## src/rtl/strided_dma_pkg.sv

```systemverilog
package strided_dma_pkg;
    // register select codes
    localparam logic [1:0] SEL_LOC   = 2'd0;
    localparam logic [1:0] SEL_DRAM  = 2'd1;
    localparam logic [1:0] SEL_RDLEN = 2'd2;
    localparam logic [1:0] SEL_WRLEN = 2'd3;

    // length word field positions
    localparam int CNT_LO  = 12;
    localparam int CNT_W   = 8;
    localparam int SKIP_LO = 20;
    localparam int SKIP_W  = 12;
    localparam int KEEP_LO = 23;

    typedef enum logic [1:0] {
        ST_IDLE  = 2'd0,
        ST_RUN   = 2'd1,
        ST_FLUSH = 2'd2
    } dma_state_e;
endpackage

```

## src/rtl/sdma_len_decode.sv

```systemverilog
module sdma_len_decode
    import strided_dma_pkg::*;
#(
    parameter int LCL_OFF_W = 12,
    parameter int BS        = 3,
    localparam int BCW      = LCL_OFF_W - BS
) (
    input  logic [31:0]       len_word,
    output logic [BCW-1:0]    beats_m1,
    output logic [CNT_W-1:0]  rows_m1,
    output logic [SKIP_W-1:0] skip
);
    localparam logic [LCL_OFF_W-1:0] LO_ONES = LCL_OFF_W'((1 << BS) - 1);

    logic [LCL_OFF_W:0] row_bytes;

    always_comb begin
        row_bytes = {1'b0, len_word[LCL_OFF_W-1:0] | LO_ONES} + (LCL_OFF_W+1)'(1);
        beats_m1  = BCW'(row_bytes >> BS) - BCW'(1);
        rows_m1   = len_word[CNT_LO +: CNT_W];
        skip      = len_word[SKIP_LO +: SKIP_W] & ~SKIP_W'((1 << BS) - 1);
    end
endmodule

```

## src/rtl/sdma_beat_pipe.sv

```systemverilog
module sdma_beat_pipe #(
    parameter int AW = 21
) (
    input  logic          clk,
    input  logic          rst_n,
    input  logic          in_valid,
    input  logic [AW-1:0] in_addr,
    input  logic          in_zero,
    output logic          out_valid,
    output logic [AW-1:0] out_addr,
    output logic          out_zero
);
    always_ff @(posedge clk or negedge rst_n) begin
        if (!rst_n) begin
            out_valid <= 1'b0;
            out_addr  <= '0;
            out_zero  <= 1'b0;
        end else begin
            out_valid <= in_valid;
            out_addr  <= in_addr;
            out_zero  <= in_zero;
        end
    end
endmodule

```

## src/rtl/strided_dma.sv

```systemverilog
module strided_dma
    import strided_dma_pkg::*;
#(
    parameter int          LCL_OFF_W = 12,
    parameter int          DRAM_AW   = 24,
    parameter int          DW        = 64,
    parameter int unsigned DRAM_SIZE = 32'h0080_0000,
    localparam int BS      = $clog2(DW / 8),
    localparam int LWORD_W = LCL_OFF_W - BS,
    localparam int DWORD_W = DRAM_AW - BS
) (
    input  logic                 clk,
    input  logic                 rst_n,
    input  logic                 reg_we,
    input  logic [1:0]           reg_sel,
    input  logic [31:0]          reg_wdata,
    output logic [LCL_OFF_W:0]   loc_addr_o,
    output logic [DRAM_AW-1:0]   dram_addr_o,
    output logic [31:0]          rd_len_o,
    output logic [31:0]          wr_len_o,
    output logic                 busy_o,
    output logic                 dma_busy_o,
    output logic                 done_o,
    output logic                 lcl_en,
    output logic                 lcl_we,
    output logic                 lcl_bank,
    output logic [LWORD_W-1:0]   lcl_addr,
    output logic [DW-1:0]        lcl_wdata,
    input  logic [DW-1:0]        lcl_rdata,
    output logic                 dram_en,
    output logic                 dram_we,
    output logic [DWORD_W-1:0]   dram_addr,
    output logic [DW-1:0]        dram_wdata,
    input  logic [DW-1:0]        dram_rdata
);
    localparam logic [LCL_OFF_W-1:0] OFF_MASK  = ~LCL_OFF_W'((1 << BS) - 1);
    localparam logic [DRAM_AW-1:0]   DRAM_MASK = ~DRAM_AW'((1 << BS) - 1);
    localparam logic [DRAM_AW-1:0]   BEAT_STEP = DRAM_AW'(1 << BS);
    localparam logic [22:0]          LEN_RESET = 23'h000FF8;

    typedef struct packed {
        dma_state_e           st;
        logic                 dir_wr;
        logic                 bank;
        logic [LCL_OFF_W-1:0] loc_off;
        logic [DRAM_AW-1:0]   dram;
        logic [LWORD_W-1:0]   beat;
        logic [CNT_W-1:0]     row;
        logic [LWORD_W-1:0]   beats_m1;
        logic [CNT_W-1:0]     rows_m1;
        logic [SKIP_W-1:0]    skip;
        logic [LCL_OFF_W:0]   stg_loc;
        logic [DRAM_AW-1:0]   stg_dram;
        logic [LCL_OFF_W:0]   loc_vis;
        logic [DRAM_AW-1:0]   dram_vis;
        logic [31:0]          rd_len;
        logic [31:0]          wr_len;
        logic                 busy;
        logic                 dma_busy;
        logic                 done;
    } regs_t;

    regs_t r_q, r_d;

    logic [LWORD_W-1:0] dec_beats_m1;
    logic [CNT_W-1:0]   dec_rows_m1;
    logic [SKIP_W-1:0]  dec_skip;
    logic               beyond;
    logic               run;
    logic               p_valid, p_zero;
    logic [DWORD_W-1:0] p_addr;
    logic               in_valid;
    logic [DWORD_W-1:0] in_addr;

    sdma_len_decode #(.LCL_OFF_W(LCL_OFF_W), .BS(BS)) u_dec (
        .len_word (reg_wdata),
        .beats_m1 (dec_beats_m1),
        .rows_m1  (dec_rows_m1),
        .skip     (dec_skip)
    );

    assign run      = (r_q.st == ST_RUN);
    assign beyond   = (32'(r_q.dram) >= DRAM_SIZE);
    assign in_valid = run && !(r_q.dir_wr && beyond);
    assign in_addr  = r_q.dir_wr ? r_q.dram[DRAM_AW-1:BS]
                                 : DWORD_W'(r_q.loc_off[LCL_OFF_W-1:BS]);

    sdma_beat_pipe #(.AW(DWORD_W)) u_pipe (
        .clk       (clk),
        .rst_n     (rst_n),
        .in_valid  (in_valid),
        .in_addr   (in_addr),
        .in_zero   (beyond),
        .out_valid (p_valid),
        .out_addr  (p_addr),
        .out_zero  (p_zero)
    );

    always_comb begin
        r_d      = r_q;
        r_d.done = 1'b0;
        if (reg_we) begin
            case (reg_sel)
                SEL_LOC:  r_d.stg_loc  = reg_wdata[LCL_OFF_W:0];
                SEL_DRAM: r_d.stg_dram = reg_wdata[DRAM_AW-1:0];
                default: begin
                    if (r_q.st == ST_IDLE) begin
                        if (reg_sel == SEL_RDLEN) r_d.rd_len = reg_wdata;
                        else                      r_d.wr_len = reg_wdata;
                        r_d.dir_wr   = (reg_sel == SEL_WRLEN);
                        r_d.bank     = r_q.stg_loc[LCL_OFF_W];
                        r_d.loc_off  = r_q.stg_loc[LCL_OFF_W-1:0] & OFF_MASK;
                        r_d.dram     = r_q.stg_dram & DRAM_MASK;
                        r_d.beats_m1 = dec_beats_m1;
                        r_d.rows_m1  = dec_rows_m1;
                        r_d.skip     = dec_skip;
                        r_d.beat     = '0;
                        r_d.row      = '0;
                        r_d.st       = ST_RUN;
                        r_d.busy     = 1'b1;
                        r_d.dma_busy = 1'b1;
                    end
                end
            endcase
        end
        case (r_q.st)
            ST_RUN: begin
                r_d.loc_off = r_q.loc_off + LCL_OFF_W'(1 << BS);
                if (r_q.beat == r_q.beats_m1) begin
                    r_d.beat = '0;
                    if (r_q.row == r_q.rows_m1) begin
                        r_d.st   = ST_FLUSH;
                        r_d.dram = r_q.dram + BEAT_STEP +
                                   ((r_q.rows_m1 == '0) ? DRAM_AW'(r_q.skip) : '0);
                    end else begin
                        r_d.row  = r_q.row + CNT_W'(1);
                        r_d.dram = r_q.dram + BEAT_STEP + DRAM_AW'(r_q.skip);
                    end
                end else begin
                    r_d.beat = r_q.beat + LWORD_W'(1);
                    r_d.dram = r_q.dram + BEAT_STEP;
                end
            end
            ST_FLUSH: begin
                r_d.st       = ST_IDLE;
                r_d.loc_vis  = {r_q.bank, r_q.loc_off};
                r_d.dram_vis = r_q.dram;
                r_d.rd_len   = {r_q.rd_len[31:KEEP_LO], LEN_RESET};
                r_d.wr_len   = {r_q.wr_len[31:KEEP_LO], LEN_RESET};
                r_d.busy     = 1'b0;
                r_d.dma_busy = 1'b0;
                r_d.done     = 1'b1;
            end
            default: ;
        endcase
    end

    always_ff @(posedge clk or negedge rst_n) begin
        if (!rst_n) r_q <= '0;
        else        r_q <= r_d;
    end

    assign loc_addr_o  = r_q.loc_vis;
    assign dram_addr_o = r_q.dram_vis;
    assign rd_len_o    = r_q.rd_len;
    assign wr_len_o    = r_q.wr_len;
    assign busy_o      = r_q.busy;
    assign dma_busy_o  = r_q.dma_busy;
    assign done_o      = r_q.done;

    assign lcl_bank   = r_q.bank;
    assign lcl_we     = p_valid && !r_q.dir_wr;
    assign lcl_en     = (run && r_q.dir_wr) || lcl_we;
    assign lcl_addr   = lcl_we ? p_addr[LWORD_W-1:0] : r_q.loc_off[LCL_OFF_W-1:BS];
    assign lcl_wdata  = p_zero ? '0 : dram_rdata;
    assign dram_we    = p_valid && r_q.dir_wr;
    assign dram_en    = (run && !r_q.dir_wr && !beyond) || dram_we;
    assign dram_addr  = dram_we ? p_addr : r_q.dram[DRAM_AW-1:BS];
    assign dram_wdata = lcl_rdata;


    start_busy_chk: assert property (@(posedge clk) disable iff (!rst_n)
        (!busy_o && reg_we && reg_sel[1]) |=> busy_o);

    done_pulse_chk: assert property (@(posedge clk) disable iff (!rst_n)
        done_o |=> !done_o);

    done_idle_chk: assert property (@(posedge clk) disable iff (!rst_n)
        done_o |-> (!busy_o && !dma_busy_o));

    busy_ignore_chk: assert property (@(posedge clk) disable iff (!rst_n)
        (run && reg_we && reg_sel == SEL_WRLEN) |=> $stable(wr_len_o));

    dram_range_chk: assert property (@(posedge clk) disable iff (!rst_n)
        dram_we |-> (32'({dram_addr, {BS{1'b0}}}) < DRAM_SIZE));

    len_reset_chk: assert property (@(posedge clk) disable iff (!rst_n)
        $rose(done_o) |-> (rd_len_o[22:0] == LEN_RESET && wr_len_o[22:0] == LEN_RESET));
endmodule

```

## config.mk

```make
export PLATFORM = sky130hd
export DESIGN_NAME = strided_dma
export DESIGN_NICKNAME = d
export VERILOG_FILES = /design/src/rtl/strided_dma_pkg.sv /design/src/rtl/sdma_len_decode.sv /design/src/rtl/sdma_beat_pipe.sv /design/src/rtl/strided_dma.sv
export SDC_FILE = /design/constraint.sdc
export NUM_CORES = 1
export LEC_CHECK = 0
export CORE_MARGIN = 8
export CORE_UTILIZATION = 42
export DETAILED_ROUTE_END_ITERATION = 16
export PLACE_DENSITY = 0.82
export SLEW_MARGIN = 20
export SYNTH_ARGS = -nofsm -noshare
export SYNTH_HDL_FRONTEND = slang
export SYNTH_SLANG_ARGS = --single-unit
export TNS_END_PERCENT = 100
```

## constraint.sdc

```tcl
create_clock -name clk -period 3.2 [get_ports clk]
set_input_delay 0.96 -clock clk [delete_from_list [all_inputs] [get_ports clk]]
set_output_delay 0.96 -clock clk [all_outputs]
set_load 0.01 [all_outputs]
```

# Word-level counts from Yosys, hierarchy flattened
# Cells that the tools add are included.
# word_totals
n_memories,0
word_cells,100
register_bits,247
latch_bits,0
output_inout_bits,267
mem_bits_rw,0
inputBits,165
mem_bits_ro,0
# classes
bitwise,3
add_sub_neg,8
mux,24
shifts,0
n_mul,0
reduce_logical,30
eq_ne,10
order_cmp,1
n_div,0
# ops
cell,count
$mux 86,2
$mux 57,3
$mux 123,1
$mux 64,1
$mux 58,1
$mux 53,1
$add 24x12->24,2
$mux 24,2
$mux 21,2
$mux 33,1
$mux 32,1
$add 24x4->24 const B,1
$ge 24x24->1 const B,1
$mux 23,1
$mux 8,2
$mux 13,1
$add 12x1->12 const B,1
$add 12x4->12 const B,1
$mux 12,1
$reduce_and 5->1,2
$reduce_bool 2->1,5
$add 9x1->9 const B,1
$eq 9x9->1,1
$mux 9,1
18 further kinds,40

# Logic depth before layout (Yosys ltp)
# Gate-level depths: netlist (run 1).
# logic_depth
word_depth,8
depth_mapped,14

# Cells and area by module
# From an unflattened synthesis (run 1), not the netlist that was laid out.
# unflattened
hier_cells,1449
hier_area_um2,13780.7
# by_module_without_submodules
module,area_per_inst_um2,cells_each,seq_area_each_um2,n_inst
strided_dma,12575.8,1345,5355.1,1
sdma_len_decode,629.4,81,0.0,1
sdma_beat_pipe,575.6,23,575.6,1

# Worst setup path after synthesis (run 1)
# No wires, ideal clock.
# synth_timing
path_kind,register -> register
from,register r_q[173] in the netlist's numbering
to,register r_q[202] in the netlist's numbering
path_buffers,0
setup_time_ns,0.120
slack_ns,0.163
arrival_ns,2.917
path_stages_with_launch,14
cell_sequence,dfrtp_1 xnor2_1 nand4_1 nor2_1 nand2_1 and2_1 ha_1 fa_1 a211oi_1 nor3b_1 o21bai_1 a2111oi_2 or2_2 a31o_2
# synth_between
elab_chain_cells,4
# synth_rtl
item,line,source
start: declaration,strided_dma.sv:63,"regs_t r_q, r_d;"
start signal: assignment,strided_dma.sv:160,else r_q <= r_d;
$eq 8x8->1,strided_dma.sv:131,if (r_q.row == r_q.rows_m1) begin
$mux 24,strided_dma.sv:131,
$mux 33,strided_dma.sv:129,if (r_q.beat == r_q.beats_m1) begin
$mux 53,strided_dma.sv:126,case (r_q.st)
# No other way between the ends.
# A chain may end at the register's enable or synchronous reset.

# Worst setup path after layout (run 1)
# layout_timing
from,register r_q[158] in the netlist's numbering
to,register r_q[202] in the netlist's numbering
# layout_between
elab_chain_cells,6
# layout_rtl
item,line,source
$logic_not 8->1,strided_dma.sv:134,((r_q.rows_m1 == '0) ? DRAM_AW'(r_q.skip) : '0);
$mux 12,strided_dma.sv:134,
$add 24x12->24,strided_dma.sv:133,r_d.dram = r_q.dram + BEAT_STEP +
$mux 24 (*),strided_dma.sv:131,
$mux 33 (*),strided_dma.sv:129,
$mux 53 (*),strided_dma.sv:126,
# Every way passes the cells marked *; elsewhere a longest branch is shown, timed or not.

==> results of run 1 <==
-- flip-flops by register name, indices dropped and copies added (netlist names) --
register / flops
loc_addr_o: 10
dram_addr_o: 21
wr_len_o: 32
u_pipe.out_zero: 1
rd_len_o: 32
lcl_bank: 1
busy_o: 1
r_q: 107
u_pipe.out_addr: 21
u_pipe.out_valid: 1
done_o: 1
-- metal layers --
metal  up-vias  global-route usage [%]  part of all wire, %
met4         0                    6.81                  3.1
met2       444                    38.5                   46
li1       4640                       -                    -
met1      4995                    28.9                   40
met3        86                    9.27                   11
met5         -                       0                    0
-- worst reg2reg max path: cells and delay by family (launching register included) --
kind                     cells  cell delay (ps)
AO/OA/AOI/OAI                4              800
XOR/XNOR                     1              200
adder cells (fa/ha/maj)      2              590
buffers and inverters        1              180
flip-flops                   1              410
AND/OR/NAND/NOR              6              880
-- cells in the mapped netlist (8+ instances only) --
cell	instances	area share [%]
a211oi_1	9	0.52
a21o_1	10	0.58
buf_1	12	0.35
xnor2_1	40	2.7
a21oi_1	38	1.5
nor2b_1	69	3.3
and3_1	9	0.43
inv_1	8	0.23
nand2_1	214	6.2
mux2i_1	22	1.7
xor2_1	29	2.0
mux2_2	97	8.4
nor2_1	40	1.2
o22a_1	16	1.1
nand4_1	11	0.53
nand2b_1	12	0.58
and2_1	32	1.5
o21ai_0	52	2.0
buf_4	169	9.8
nand3_1	31	1.2
dfrtp_1	228	44
clkbuf_1	48	1.4
ha_1	17	1.6
a22o_1	20	1.4
-- per-stage QoR --
step	utilization, %	TNS [ps]	power, W	hold slack, ps
finish	54.9	0	0.0144	377
global route	54.9	-452	0.0152	402
CTS	54.5	-60.0	0.0143	407
detailed placement	50.8	-1720	0.0108	464
global placement	50.8	-1010	0.0106	447
floorplan	-	0	0.00803	435
-- power by group through the flow --
stage	Clock (W)	Sequential [W]	Combinational (W)
2_1_floorplan	0	0.00418	0.00385
3_3_place_gp	0	0.00445	0.00616
3_5_place_dp	0	0.00451	0.00626
4_1_cts	0.00331	0.00447	0.00654
5_1_grt	0.00343	0.00459	0.00713
6_report	0.00327	0.00450	0.00663
-- cell type report --
| type | instances | share of cell area (%) |
|---|---|---|
| timing repair buffer | 397 | 22.5 |
| multi-input combinational | 842 | 34.5 |
| antenna | 1 | 0.0149 |
| clock inverter | 13 | 1.33 |
| tap | 396 | 2.96 |
| inverter | 9 | 0.209 |
| clock buffer | 33 | 4.33 |
| sequential | 228 | 34.1 |
-- kinds of logic (layout without fill, tap and decap cells) --
group / after synthesis / after routing / synth area share, %
and+or+nand+nor: 455 / 455 / 17.3
muxes: 119 / 119 / 10.1
other: 1 / 7 / 0.0290
xor gates and xnor gates: 69 / 69 / 4.67
buffers and inverters: 251 / 452 / 12.9
adders and majority gates: 18 / 18 / 1.80
AOI/OAI and AO/OA: 175 / 175 / 9.09
DFF: 228 / 228 / 44.1
-- worst min-delay path by stage --
stage               cells after the start                  from  slack, ps                      end
global placement                        2  r_q[140]$_DFFE_PN0P_        450     lcl_bank$_DFFE_PN0P_
floorplan                               2  r_q[140]$_DFFE_PN0P_        430     lcl_bank$_DFFE_PN0P_
CTS                                     1                 rst_n        410  rd_len_o[1]$_DFFE_PN0P_
global route                            1                 rst_n        400  wr_len_o[1]$_DFFE_PN0P_
finish                                  1                 rst_n        380  wr_len_o[1]$_DFFE_PN0P_
detailed placement                      2  r_q[144]$_DFFE_PN0P_        460     r_q[144]$_DFFE_PN0P_
-- repair_timing --
item                                    CTS  global route
setup buffers                             7             6
resized for setup                        43            14
pin swaps                                16            18
hold endpoints to repair                  0             0
endpoints found under the setup margin   24            19
==> results.toml, run 1 <==
[floorplan]
die_x_um = 192
num_rows = 64
io-pin-count = 432
initial_utilization_pct = 42.4
core_um2 = 30500
fp.dieH_um = 192
die_area_um2 = 36700

[setup_path]
r2r_start = "r_q[158]$_DFFE_PN0P_"
cp_cell_sequence = "xnor2_2 > nand4_1 > nor2_2 > nand2_2 > and2_4 > ha_4 > fa_2 > a211oi_4 > nor3b_4 > o21bai_4 > a2111oi_4 > buf_4 > or2_4 > a31o_4"
cp.buffers_inverters = 1
startpoint = "r_q[158]$_DFFE_PN0P_"
critPathCaptureType = "flop"
rrSetupSlack_ps = 10
cp.required_ps = 3620
reg2reg_depth = 14
critical_path_class = "reg2reg"
crit_slowest_cell = "fa_2"
worst_r2r_endpoint = "r_q[202]$_DFFE_PN0P_"
worst-path-max-fanout = 4
cpPeakStageDelay_ps = 430
worstSetupPathDepth = 14
worst_ep_arrival_time_ps = 3610
start_kind = "flop"
crit_path_end = "r_q[202]$_DFFE_PN0P_"
critPathTopFamily = "simple AND/OR/NAND/NOR gates"

[placed_design]
pre_cts_ws_ps = -392
dpl.hpwl_um = 34600
placed_cells = 1860
portBuffers = 297
placed_area_um2 = 15500
place.gp.congestion = 0.926

[clock_tree]
ctsHtreeMaxLevel = 1
cts_root_buffer = "clkbuf_16"
hold_buffers = 0
clock-sinks = 228
cts_inserted_buffers = 25
cts_tree = "built"
clkTransAtPathRegs_ps = 60
clk_latency_ps = 540
cts_max_path_buffers = 3

[synth]
synth_ff_type = "dfrtp_1"
async_flop_share_pct = 100
synth-edff-count = 0
yosysWarningCount = 0
synth_area_um2 = 12900
ys_types = 71
synthCells = 1316
syn_avg_cell_area_um2 = 9.84
ys_seq_elements = 228
yosysSeqAreaShare_pct = 44.1

[grt]
grt_overflow = 0
grt_max_degree = 73
grt_pass1_wl_um = 66500
groute.usage.overall_pct = 23.7
antenna_found_initial = 2
first_global_vias = 10674

[timing]
grt_setup_unrepaired = "true"
tightest_slew_ps = 756
fmax_ghz = 0.314
hold_viol = 0
setup_viol = 0
worst_slack_ps = 14.0
fin_worst_skew_ps = 19.4
slew_viol_final = 0
relSlewSlack_pct = 49.6
period_share_pct = 99.6
fin_crit_ps = 3190

[drt]
ant_nets = 0
drc = 0
vias = 10165
routedWlPerCell_um = 23.4
drt-total-wl_um = 44900
drtPass1Iterations = 5
drtIter0Drc = 786
vias_per_cell = 5.30

[layout]
multi_input_area_um2 = 5780
drive_gt1_share_pct = 19.4
area_delta_synth_final_pct = 29.3
nNetsFinal = 1686
seq_area_um2 = 5710
final_cells = 1919
layout_common_cells = "275 x clkdlybuf4s50_1, 227 x dfrtp_1, 211 x nand2_1"
mostFrequentLayoutCell = "clkdlybuf4s50_1"
fillers = 2633
fin_area_um2 = 16700

[power_and_ir_drop]
intPower_w = 0.00914
power.switching_w = 0.00525
seq_power_share_pct = 31.2
p_per_area_nw_per_um2 = 859
p_clk_share_pct = 22.7
leakagePower_nw = 7.38
p_comb_share_pct = 46.1
netSwitchingFraction_pct = 36.5
vdd_drop_max_mv = 0.526

[status]
status = "completed"

[job]
maxCapViolations = 0

[hold_path]
hp-class = "in2async"
No activity file was read; power rests on OpenSTA's default activity.
==> inputs of run 2 (changes only) <==
--- a/config.mk
+++ b/config.mk
@@ -9,6 +9,7 @@
 export CORE_UTILIZATION = 42
 export DETAILED_ROUTE_END_ITERATION = 16
 export PLACE_DENSITY = 0.82
+export REMOVE_ABC_BUFFERS = 1
 export SLEW_MARGIN = 20
 export SYNTH_ARGS = -nofsm -noshare
 export SYNTH_HDL_FRONTEND = slang
==> results.toml, run 2 (synthesis results as in run 1) <==
[layout]
fillers = 2583
seq_area_um2 = 5710
utilization_pct = 54.4
regMostFlops = "r_q"
nNetsFinal = 1670
layout_common_cells = "288 x clkdlybuf4s50_1, 227 x dfrtp_1, 212 x nand2_1"
area_delta_synth_final_pct = 28.2
multi_input_area_um2 = 5810
largest_reg_flops = 107
drive_gt1_share_pct = 18.2
mostFrequentLayoutCell = "clkdlybuf4s50_1"

[timing]
hold_viol = 0
slew_viol_final = 0
tightest_slew_ps = 691
fin_worst_skew_ps = 33.2
relSlewSlack_pct = 54.0
setup_viol = 0
grt_setup_unrepaired = "true"
fmax_ghz = 0.313
period_share_pct = 99.9
worst_slack_ps = 1.95
fin_crit_ps = 3200

[grt]
first_global_vias = 10368
antenna_found_initial = 1
grt-busiest-layer = "met2"
grt_overflow = 0
grt_pass1_wl_um = 64600
grt_max_degree = 85
grt_use_met1_pct = 28.0
grt_use_met2_pct = 36.2
groute.usage.overall_pct = 23.0
met3_usage_pct = 10.8

[clock_tree]
cts_max_path_buffers = 3
ctsHtreeMaxLevel = 1
clkTransAtPathRegs_ps = 70
cts_inserted_buffers = 26
hold_buffers = 0
clk_latency_ps = 560
cts_tree = "built"
clock-sinks = 228
cts_root_buffer = "clkbuf_16"

[setup_path]
start_kind = "flop"
crit_slowest_cell = "dfrtp_1"
worst_ep_arrival_time_ps = 3620
worst-path-max-fanout = 8
r2r_start = "r_q[176]$_DFF_PN0_"
cpPeakStageDelay_ps = 430
critical_path_class = "reg2reg"
cp_cell_sequence = "xnor2_1 > nand4_1 > nor2_2 > nand2_4 > and2_4 > ha_4 > fa_2 > a211oi_4 > nor3b_4 > o21bai_4 > a2111oi_4 > or2_4 > a31o_2"
critPathCaptureType = "flop"
cp.required_ps = 3620
reg2reg_depth = 13
worst_r2r_endpoint = "r_q[202]$_DFFE_PN0P_"
rrSetupSlack_ps = 2
cp.buffers_inverters = 0
critPathTopFamily = "simple AND/OR/NAND/NOR gates"

[drt]
drtPass1Iterations = 5
vias_per_cell = 5.42
routedWlPerCell_um = 23.3
ant_nets = 0
vias = 10309
drc = 0
drtIter0Drc = 716
drt-total-wl_um = 44300

[placed_design]
pre_cts_ws_ps = -213
place.gp.congestion = 0.943
portBuffers = 297
dpl.hpwl_um = 33400

[floorplan]
fp.dieH_um = 192
core_um2 = 30500
die_x_um = 192
num_rows = 64
die_area_um2 = 36700
initial_utilization_pct = 42.4
io-pin-count = 432

[power_and_ir_drop]
p_per_area_nw_per_um2 = 840
leakagePower_nw = 7.26
vdd_drop_max_mv = 0.540

[job]
maxCapViolations = 0

[status]
status = "completed"

[hold_path]
hp-class = "in2async"
run 2: stage by stage:
stage | setup TNS [ps] | power [W] | hold WS, ps | instances | area (um^2)
2_1_floorplan | -2390 | 0.00730 | 435 | 1079 | 11300
3_3_place_gp | -178 | 0.0104 | 455 | 1854 | 15500
3_5_place_dp | -977 | 0.0106 | 466 | 1854 | 15500
4_1_cts | -196 | 0.0136 | 428 | 1902 | 16400
5_1_grt | -748 | 0.0147 | 453 | 1902 | 16600
6_report | 0 | 0.0139 | 401 | 1903 | 16600
run 2: worst max path at each step:
| stage | start | endpoint | slack (ps) | cells after the start |
|---|---|---|---|---|
| 5_1_grt | r_q[159]$_DFFE_PN0P_ | r_q[204]$_DFFE_PN0P_ | -120 | 13 |
| 2_1_floorplan | reg_sel[1] | rd_len_o[0]$_DFFE_PN0P_ | -130 | 3 |
| 4_1_cts | r_q[159]$_DFFE_PN0P_ | r_q[202]$_DFFE_PN0P_ | -40 | 13 |
| 6_report | r_q[176]$_DFF_PN0_ | r_q[202]$_DFFE_PN0P_ | 2 | 13 |
| 3_3_place_gp | r_q[159]$_DFFE_PN0P_ | r_q[202]$_DFFE_PN0P_ | -60 | 13 |
| 3_5_place_dp | r_q[159]$_DFFE_PN0P_ | r_q[202]$_DFFE_PN0P_ | -210 | 13 |
run 2: timing repair:
action                     in CTS  in global routing
setup endpoints to repair      33                 38
pin swaps                       3                 25
buffers inserted                1                  0
gates resized for setup        10                 42
run 2: cell type report:
cell class,instances,share of cell area [%]
clock inverters,9,0.648
diodes,1,0.0151
flip-flops and latches,228,34.4
clock buffers,38,4.49
well taps,396,2.99
repair buffers,380,22.2
multi-input cells,842,35.0
inverters,9,0.226
run 2: routing by layer:
layer  wire length, um  vias up
li1                  -     4596
met1             17300     5056
met2             20000      575
met3              5690       76
met4              1070        6
met5               210        -
run 2: power by group:
| part | switching [W] | internal, W |
|---|---|---|
| Combinational | 0.00301 | 0.00339 |
| Sequential | 0.000888 | 0.00371 |
| Clock | 0.00123 | 0.00171 |
| Total | 0.00512 | 0.00881 |
